## config.mk

```make
export PLATFORM = sky130hd
export DESIGN_NAME = sfu_status_reg
export DESIGN_NICKNAME = d
export VERILOG_FILES = /design/src/rtl/sfu_pkg.sv /design/src/rtl/sfu_arith_flags.sv /design/src/rtl/sfu_write_mask.sv /design/src/rtl/sfu_status_reg.sv
export SDC_FILE = /design/constraint.sdc
export NUM_CORES = 1
export LEC_CHECK = 0
export BUFFER_PORTS_ARGS = -buffer_cell sky130_fd_sc_hd__buf_2
export CELL_PAD_IN_SITES_DETAIL_PLACEMENT = 0
export CELL_PAD_IN_SITES_GLOBAL_PLACEMENT = 1
export CORE_MARGIN = 2
export CORE_UTILIZATION = 26
export DETAILED_ROUTE_END_ITERATION = 8
export GPL_ROUTABILITY_DRIVEN = 0
export HOLD_SLACK_MARGIN = 0.03
export PLACE_DENSITY = 0.75
export SLEW_MARGIN = 20
export SYNTH_ARGS = -nofsm -noshare
export SYNTH_HDL_FRONTEND = slang
export SYNTH_SLANG_ARGS = --single-unit
```

## constraint.sdc

```tcl
create_clock -name clk -period 1.15 [get_ports clk]
set_input_delay 0.0575 -clock clk [delete_from_list [all_inputs] [get_ports clk]]
set_output_delay 0.0575 -clock clk [all_outputs]
set_load 0.03 [all_outputs]
```

## src/rtl/sfu_pkg.sv

```systemverilog
package sfu_pkg;

  typedef enum logic [1:0] {
    OP_ADD       = 2'd0,
    OP_SUB       = 2'd1,
    OP_LOGIC     = 2'd2,
    OP_LOGIC_ALT = 2'd3
  } op_kind_e;

  typedef enum logic [2:0] {
    CMD_NONE     = 3'd0,
    CMD_CF_SET   = 3'd1,
    CMD_CF_CLR   = 3'd2,
    CMD_CF_INV   = 3'd3,
    CMD_DF_SET   = 3'd4,
    CMD_DF_CLR   = 3'd5,
    CMD_LOAD     = 3'd6,
    CMD_NONE_ALT = 3'd7
  } cmd_e;

  localparam int POS_CF   = 0;
  localparam int POS_PF   = 2;
  localparam int POS_AF   = 4;
  localparam int POS_ZF   = 6;
  localparam int POS_SF   = 7;
  localparam int POS_DF   = 10;
  localparam int POS_OF   = 11;
  localparam int POS_IOPL = 12;

  localparam logic [31:0] WORD_RESET   = 32'h0000_0002;
  localparam logic [31:0] WORD_ONES    = 32'h0000_0002;
  localparam logic [31:0] MASK_ARITH   = 32'h0000_08D5;
  localparam logic [31:0] MASK_LOADABL = 32'h0020_0FD5;
  localparam logic [31:0] MASK_IOPL    = 32'h0000_3000;
  localparam logic [31:0] MASK_LIVE    = MASK_LOADABL | MASK_IOPL;

endpackage

```

## src/rtl/sfu_arith_flags.sv

```systemverilog
module sfu_arith_flags
  import sfu_pkg::*;
#(
  parameter int W = 32
) (
  input  logic [W-1:0] a,
  input  logic [W-1:0] b,
  input  logic [W-1:0] res,
  input  op_kind_e     kind,
  output logic [31:0]  arith_word
);
  localparam int PW = (W < 8) ? W : 8;

  if (W < 4) begin : g_width_check
    $error("sfu_arith_flags needs W of at least 4");
  end

  logic         is_add, is_sub;
  logic [W-1:0] b_eff;
  logic         carry, aux, ovf;

  always_comb begin
    is_add = (kind == OP_ADD);
    is_sub = (kind == OP_SUB);
    b_eff  = is_sub ? ~b : b;
    carry  = 1'b0;
    aux    = 1'b0;
    if (is_add) begin
      carry = ({1'b0, a} + {1'b0, b}) > {1'b0, {W{1'b1}}};
      aux   = ({1'b0, a[3:0]} + {1'b0, b[3:0]}) > 5'd15;
    end else if (is_sub) begin
      carry = a < b;
      aux   = a[3:0] < b[3:0];
    end
    ovf = (is_add || is_sub) && (a[W-1] == b_eff[W-1]) && (res[W-1] != a[W-1]);

    arith_word         = '0;
    arith_word[POS_CF] = carry;
    arith_word[POS_PF] = ~^res[PW-1:0];
    arith_word[POS_AF] = aux;
    arith_word[POS_ZF] = (res == '0);
    arith_word[POS_SF] = res[W-1];
    arith_word[POS_OF] = ovf;
  end

endmodule

```

## src/rtl/sfu_write_mask.sv

```systemverilog
module sfu_write_mask
  import sfu_pkg::*;
(
  input  logic [31:0] cur,
  input  logic [31:0] wdata,
  input  logic [1:0]  cpl,
  output logic [31:0] merged
);
  logic [31:0] allowed;

  always_comb begin
    allowed = MASK_LOADABL | ((cpl == 2'd0) ? MASK_IOPL : 32'h0);
    merged  = (wdata & allowed) | (cur & ~allowed);
  end

endmodule

```

## src/rtl/sfu_status_reg.sv

```systemverilog
module sfu_status_reg
  import sfu_pkg::*;
#(
  parameter int W = 32
) (
  input  logic         clk,
  input  logic         rst_n,
  input  logic [W-1:0] op_a,
  input  logic [W-1:0] op_b,
  input  logic [W-1:0] result,
  input  logic [1:0]   op_kind,
  input  logic         upd_en,
  input  logic [2:0]   cmd,
  input  logic [31:0]  wr_data,
  input  logic [1:0]   cpl,
  output logic [31:0]  flags
);
  logic [31:0] flags_q, flags_d;
  logic [31:0] arith_word, load_word;
  cmd_e        cmd_k;

  assign cmd_k = cmd_e'(cmd);

  sfu_arith_flags #(.W(W)) u_arith (
    .a          (op_a),
    .b          (op_b),
    .res        (result),
    .kind       (op_kind_e'(op_kind)),
    .arith_word (arith_word)
  );

  sfu_write_mask u_wmask (
    .cur    (flags_q),
    .wdata  (wr_data),
    .cpl    (cpl),
    .merged (load_word)
  );

  always_comb begin
    flags_d = flags_q;
    if (cmd_k == CMD_LOAD) begin
      flags_d = load_word;
    end else begin
      if (upd_en) flags_d = (flags_q & ~MASK_ARITH) | arith_word;
      case (cmd_k)
        CMD_CF_SET: flags_d[POS_CF] = 1'b1;
        CMD_CF_CLR: flags_d[POS_CF] = 1'b0;
        CMD_CF_INV: flags_d[POS_CF] = ~flags_d[POS_CF];
        CMD_DF_SET: flags_d[POS_DF] = 1'b1;
        CMD_DF_CLR: flags_d[POS_DF] = 1'b0;
        default: ;
      endcase
    end
    flags_d = (flags_d & MASK_LIVE) | WORD_ONES;
  end

  always_ff @(posedge clk or negedge rst_n) begin
    if (!rst_n) flags_q <= WORD_RESET;
    else        flags_q <= flags_d;
  end

  assign flags = flags_q;

  AST_IDLE_HOLDS: assert property (@(posedge clk) disable iff (!rst_n)
    (!upd_en && (cmd == 3'd0 || cmd == 3'd7)) |=> $stable(flags));
  AST_IOPL_GUARD: assert property (@(posedge clk) disable iff (!rst_n)
    (cmd == 3'd6 && cpl != 2'd0) |=> flags[13:12] == $past(flags[13:12]));
  AST_LOGIC_CLEARS: assert property (@(posedge clk) disable iff (!rst_n)
    (upd_en && op_kind[1] && cmd == 3'd0) |=> (!flags[POS_CF] && !flags[POS_OF] && !flags[POS_AF]));
  AST_CF_SET: assert property (@(posedge clk) disable iff (!rst_n)
    (cmd == 3'd1) |=> flags[POS_CF]);
  AST_CF_FLIP: assert property (@(posedge clk) disable iff (!rst_n)
    (cmd == 3'd3 && !upd_en) |=> flags[POS_CF] != $past(flags[POS_CF]));
  AST_DF_SET: assert property (@(posedge clk) disable iff (!rst_n)
    (cmd == 3'd4) |=> flags[POS_DF]);
  AST_ZERO_TRACK: assert property (@(posedge clk) disable iff (!rst_n)
    (upd_en && cmd == 3'd0) |=> flags[POS_ZF] == ($past(result) == '0));
  AST_RESERVED_FIXED: assert property (@(posedge clk) disable iff (!rst_n)
    (cmd == 3'd6) |=> (flags[1] && flags[31:22] == '0 && flags[20:14] == '0));

endmodule

```

======== Word level (Yosys, flattened, before mapping) ========
Cells that the tools add are included.
storage, ports and cells
  bits of input ports ..................... 138
  word-level logic and storage cells ...... 45
  flip-flop bits (word level) ............. 12
  output and inout bits ................... 32
operators by class
  mux-type cells .......................... 11
  reduce and logical (&&, ||, !) cells .... 9
  add/subtract/negate cells ............... 2
  magnitude comparators ................... 4
  equal/unequal tests ..................... 9
  bitwise gates (word level) .............. 7
operator list
  kind                    number
  $mux W22                3
  $and A22 B22 Y22        2
  $add A32 B32 Y33        1
  $gt A33 B32 Y1 const B  1
  $logic_not A32 Y1       1
  $lt A32 B32 Y1          1
  $mux W32                1
  $not A32 Y32            1
  $not A22 Y22            1
  $or A22 B12 Y22         1
  $or A22 B22 Y22         1
  $mux W14                1
  $eq A3 B3 Y1 const B    3
  $reduce_xnor A8 Y1      1
  $eq A3 B2 Y1 const B    2
  $add A4 B4 Y5           1
  $gt A5 B4 Y1 const B    1
  $logic_not A2 Y1        2
  $lt A4 B4 Y1            1
  $mux W1                 4
  $reduce_bool A4 Y1      1
  $eq A3 B1 Y1 const B    1
  $pmux W1 S3             1
  $eq A2 B1 Y1 const B    1
  other kinds (7)         8

======== Longest topological paths before layout ========
  depth in word-level cells ............... 11
  depth in mapped cells ................... 11
  depth with buffers taken out ............ 11

======== Hierarchy ========
From an unflattened synthesis, not the netlist that was laid out.
second synthesis, totals
  cell total of the unflattened synthesis .. 375
  area, all modules ....................... 2,950.3 um^2
by module, submodules not included
  module           seq. area each (um^2)  area each (um^2)  cells each  instances
  sfu_arith_flags  0.0                    1,990.7           264         1
  sfu_status_reg   300.3                  705.7             78          1
  sfu_write_mask   0.0                    254.0             33          1

======== Least setup slack after synthesis ========
Ideal clock, no wire load.
  path type ............................... input to register
  start ................................... in op_a[0]
  end ..................................... reg flags_q[0] (netlist: flags[0])
  library setup time ...................... 126 ps
  buffers on the path ..................... 0
  setup slack ............................. -879 ps
  data required time ...................... 1,024 ps
  stages .................................. 11
  arrival time ............................ 1,903 ps
  cell sequence ........................... ha_1 inv_1 fa_1 nor3_1 o31ai_2 a211oi_1 o31ai_2 a31oi_1 o41a_1 xnor2_1 a221o_1
between the ends
  longest elaborated chain between the ends .. 9
  elaborated cells on any way between the ends .. 11
RTL lines
  what                                                line                                          RTL
  from (decl)                                         sfu_status_reg.sv:8                           input logic [W-1:0] op_a,
  $add A32 B32 Y33 or $lt A32 B32 Y1 (tied branches)  sfu_arith_flags.sv:29, sfu_arith_flags.sv:32
  $gt A33 B32 Y1 or $mux W1 (tied branches)           sfu_arith_flags.sv:29, sfu_arith_flags.sv:31
  $mux W1 (*)                                         sfu_arith_flags.sv:28                         if (is_add) begin
  $or A22 B12 Y22 (*)                                 sfu_status_reg.sv:44                          if (upd_en) flags_d = (flags_q & ~MASK_ARITH) | arith_word;
  $mux W22 (*)                                        sfu_status_reg.sv:44
  $mux W22 (*)                                        sfu_status_reg.sv:41                          if (cmd_k == CMD_LOAD) begin
  $not A1 Y1                                          sfu_status_reg.sv:48                          CMD_CF_INV: flags_d[POS_CF] = ~flags_d[POS_CF];
  $pmux W1 S3 (*)                                     sfu_status_reg.sv:45                          case (cmd_k)
  $mux W22 (*)                                        sfu_status_reg.sv:41
  via flags_d[0]                                      sfu_status_reg.sv:18                          logic [31:0] flags_q, flags_d;
  to (signal assigned)                                sfu_status_reg.sv:59                          else flags_q <= flags_d;
  to (decl)                                           sfu_status_reg.sv:18
Mark *: on every way through the listed nets, which the timed path passes. The rest lies on a longest branch. The select of a mux whose other input is x is not followed.
A chain may end at the register's enable or synchronous reset.

======== Worst setup path after layout ========
  start ................................... in op_b[3]
  end ..................................... reg flags_q[0] (netlist: flags[0])
between the ends
  longest elaborated chain between the ends .. 9
  elaborated cells on any way between the ends .. 11
RTL lines
  what                                                line                                          RTL
  from (decl)                                         sfu_status_reg.sv:9                           input logic [W-1:0] op_b,
  $add A32 B32 Y33 or $lt A32 B32 Y1 (tied branches)  sfu_arith_flags.sv:29, sfu_arith_flags.sv:32
  $gt A33 B32 Y1 or $mux W1 (tied branches)           sfu_arith_flags.sv:29, sfu_arith_flags.sv:31
  $mux W1 (*)                                         sfu_arith_flags.sv:28
  $or A22 B12 Y22 (*)                                 sfu_status_reg.sv:44
  $mux W22 (*)                                        sfu_status_reg.sv:44
  $mux W22 (*)                                        sfu_status_reg.sv:41
  $not A1 Y1                                          sfu_status_reg.sv:48
  $pmux W1 S3 (*)                                     sfu_status_reg.sv:45
  $mux W22 (*)                                        sfu_status_reg.sv:41
  via flags_d[0]                                      sfu_status_reg.sv:18
Marked as above.

==> metrics.txt <==
status=complete, but fails checks; failing checks=setup timing; die height=a little over 100 um; core outline area=a little over 9000 sq um; Clock Latency Late Sink=0.24 ns; Slew Viols, Final=0; Site Rows=35; top cell type's share of synthesized area=33.8%; EDFF count, synth=0; die width=102 um; Final nets=between 700 and 800; Initial DRT Pass Iterations=4; antenna violations before repair=0; vias per inst=about 4.3; critical path class=in -> reg; Max Cap Viol=0; Setup WS pre-CTS=-1.26 ns; layout cell share with drive strength beyond 1=between 40 and 50%; initial detailed-routing violation count=33; area leader, netlist=ha_1; Final Hold Viols=0; most common cell in the netlist=ha_1; CP startpoint kind=primary input; Area contributors post-synth=ha_1 34%, dfrtp_1 12%, inv_1 8.8%; synthesized area=roughly 2500 sq um; TritonCTS buffer count=3; final worst path period share=178%; Area Overhead vs Synth=55.1%; vias in the first global route=around 2700; Detailed Place HPWL=approximately 6 mm; Ant. Diodes=0; Seq/Total Area, Yosys=around an eighth; worst-path fanout max=3; critical path data arrival time=2.17 ns; pwr/cell area=about 660 nW/um^2; TritonCTS clock tree=done; DRC=0; FF+latch count, synth=12; async set or reset register ratio after synthesis=100%; synth warn=0; clk buf depth=2; setup violators final=2; WL/cell=between 10 and 15 um; ANT nets after route=0; Reg clk slew, reported paths=~0.06 ns; Max Fclk=490 MHz; # port buffers=129; Total GRT Usage=around 13%; Worst Skew=0 ns; Total Wirelength=~6.7 mm; Worst Hold Class=in -> reg; max FFs per register=12; CP required=~1.3 ns; largest net degree at the start of global routing=16; Cells after Synth=about 310; worst vdd ir=1.02 mV; top post-synthesis cells by count=67 x ha_1, 58 x inv_1, 27 x a21oi_1; average size of a mapped cell=approximately 8 sq um; Initial Utilization=26.8%; top_reg_cell synth=dfrtp_1; Setup crit end kind=flip-flop; worst setup margin=-0.892 ns; post-synth cell types=45; RSZ-0062 raised after global routing=true; die area=around 10000 sq um; first-pass GRT wire length=10.7 mm; overflow left after global routing=0; total vias in the final route=2683; htree depth=1; Core Util, Final=roughly two fifths; num ports=170; Root Driver=clkbuf_8; P_leak=between 2 and 2.5 nW; total clock sinks=12; Tmin final=between 2 and 2.5 ns
cell families (layout without fill, tap and decap cells):
logic type,after synthesis,in the layout,share of synthesized area (%)
buffers and inverters,82,251,15.4
other,2,20,0.303
AND/OR/NAND/NOR,72,72,14.9
XOR/XNOR,5,5,1.77
multiplexers,9,9,3.88
AO/OA/AOI/OAI,61,61,17.0
adder cells (fa/ha/maj),68,68,34.6
flip-flops,12,12,12.1
power by group:
| part | total (mW) | leakage (nW) | internal, mW | switching, mW |
|---|---|---|---|---|
| Clock | 0.461 | 0.0288 | 0.302 | 0.158 |
| Combinational | 1.52 | 1.97 | 0.716 | 0.805 |
| Sequential | 0.540 | 0.145 | 0.500 | 0.0400 |
final timing paths:
check                                            from               endpoint  slack (ns)  cells past startpoint
worst min register to register  flags[12]$_DFFE_PN0P_  flags[12]$_DFFE_PN0P_        0.50                      1
worst max-delay path                          op_b[3]     flags[0]$_DFF_PN0_       -0.89                     11
max in group asynchronous                       rst_n   flags[4]$_DFFE_PN0P_        0.69                      2
worst max register to register     flags[0]$_DFF_PN0_     flags[0]$_DFF_PN0_       -0.18                      4
min in group asynchronous                       rst_n   flags[6]$_DFFE_PN0P_        0.23                      2
worst min-delay path                      wr_data[12]  flags[12]$_DFFE_PN0P_        0.05                      2
placed cells by master (no fill, tap or decap), drive strengths merged, types with 4 or more instances in the layout:
cell / Yosys / routed
a21oi: 27 / 27
inv: 59 / 59
xnor2: 5 / 5
mux2i: 4 / 4
buf: 20 / 187
nand2: 13 / 13
clkbuf: 3 / 4
conb: 2 / 20
nor4: 11 / 11
mux2: 5 / 5
o31ai: 5 / 5
nor2: 21 / 21
nand4: 5 / 5
ha: 67 / 67
dfrtp: 12 / 12
o21ai: 10 / 10
nor3: 5 / 5
routing by layer:
metal  track usage [%]  up-vias  wire, um
met4              1.25        0         0
met2              24.0      101      3320
met3              2.21        0       497
met5                 0        -         0
met1              15.1     1190      2870
li1                  -     1392         -
area by class of cell:
type                            count  area [sq um]
Inverter                           59           221
Timing Repair Buffer              188          1090
Fill cell                         957          5390
Clock buffer                        4          55.1
Multi-Input combinational cell    235          2020
Sequential cell                    12           300
Tap cell                          129           161
repair_timing:
item                                   in CTS  in global routing
pin swaps                                   8                  5
endpoints found under the hold margin      12                  0
gates resized for setup                    12                  9
setup buffers                               1                  0
setup endpoints to repair                   2                  2
hold buffers                                1                  0
per-stage QoR:
step,instances,setup TNS [ns],power (mW),area [sq um],hold slack [ns]
global placement,621,-2.12,1.96,3620,-0.0488
floorplan,329,-1.32,1.38,2550,-0.238
finish,627,-1.10,2.52,3850,0.0497
global route,627,-1.31,2.74,3850,0.0442
CTS,627,-1.22,2.52,3800,0.0481
detailed placement,621,-2.22,1.98,3620,-0.0487
critical path, cell delays in order:
cell and delay, ns:
buf_2 0.10, inv_2 0.04, ha_4 0.28, and2b_2 0.25, o31ai_4 0.19, a211oi_2 0.11
o31ai_2 0.22, a31oi_1 0.12, o41a_1 0.36, xnor2_1 0.14, a221o_1 0.29
(Power assumes the default switching activity.)
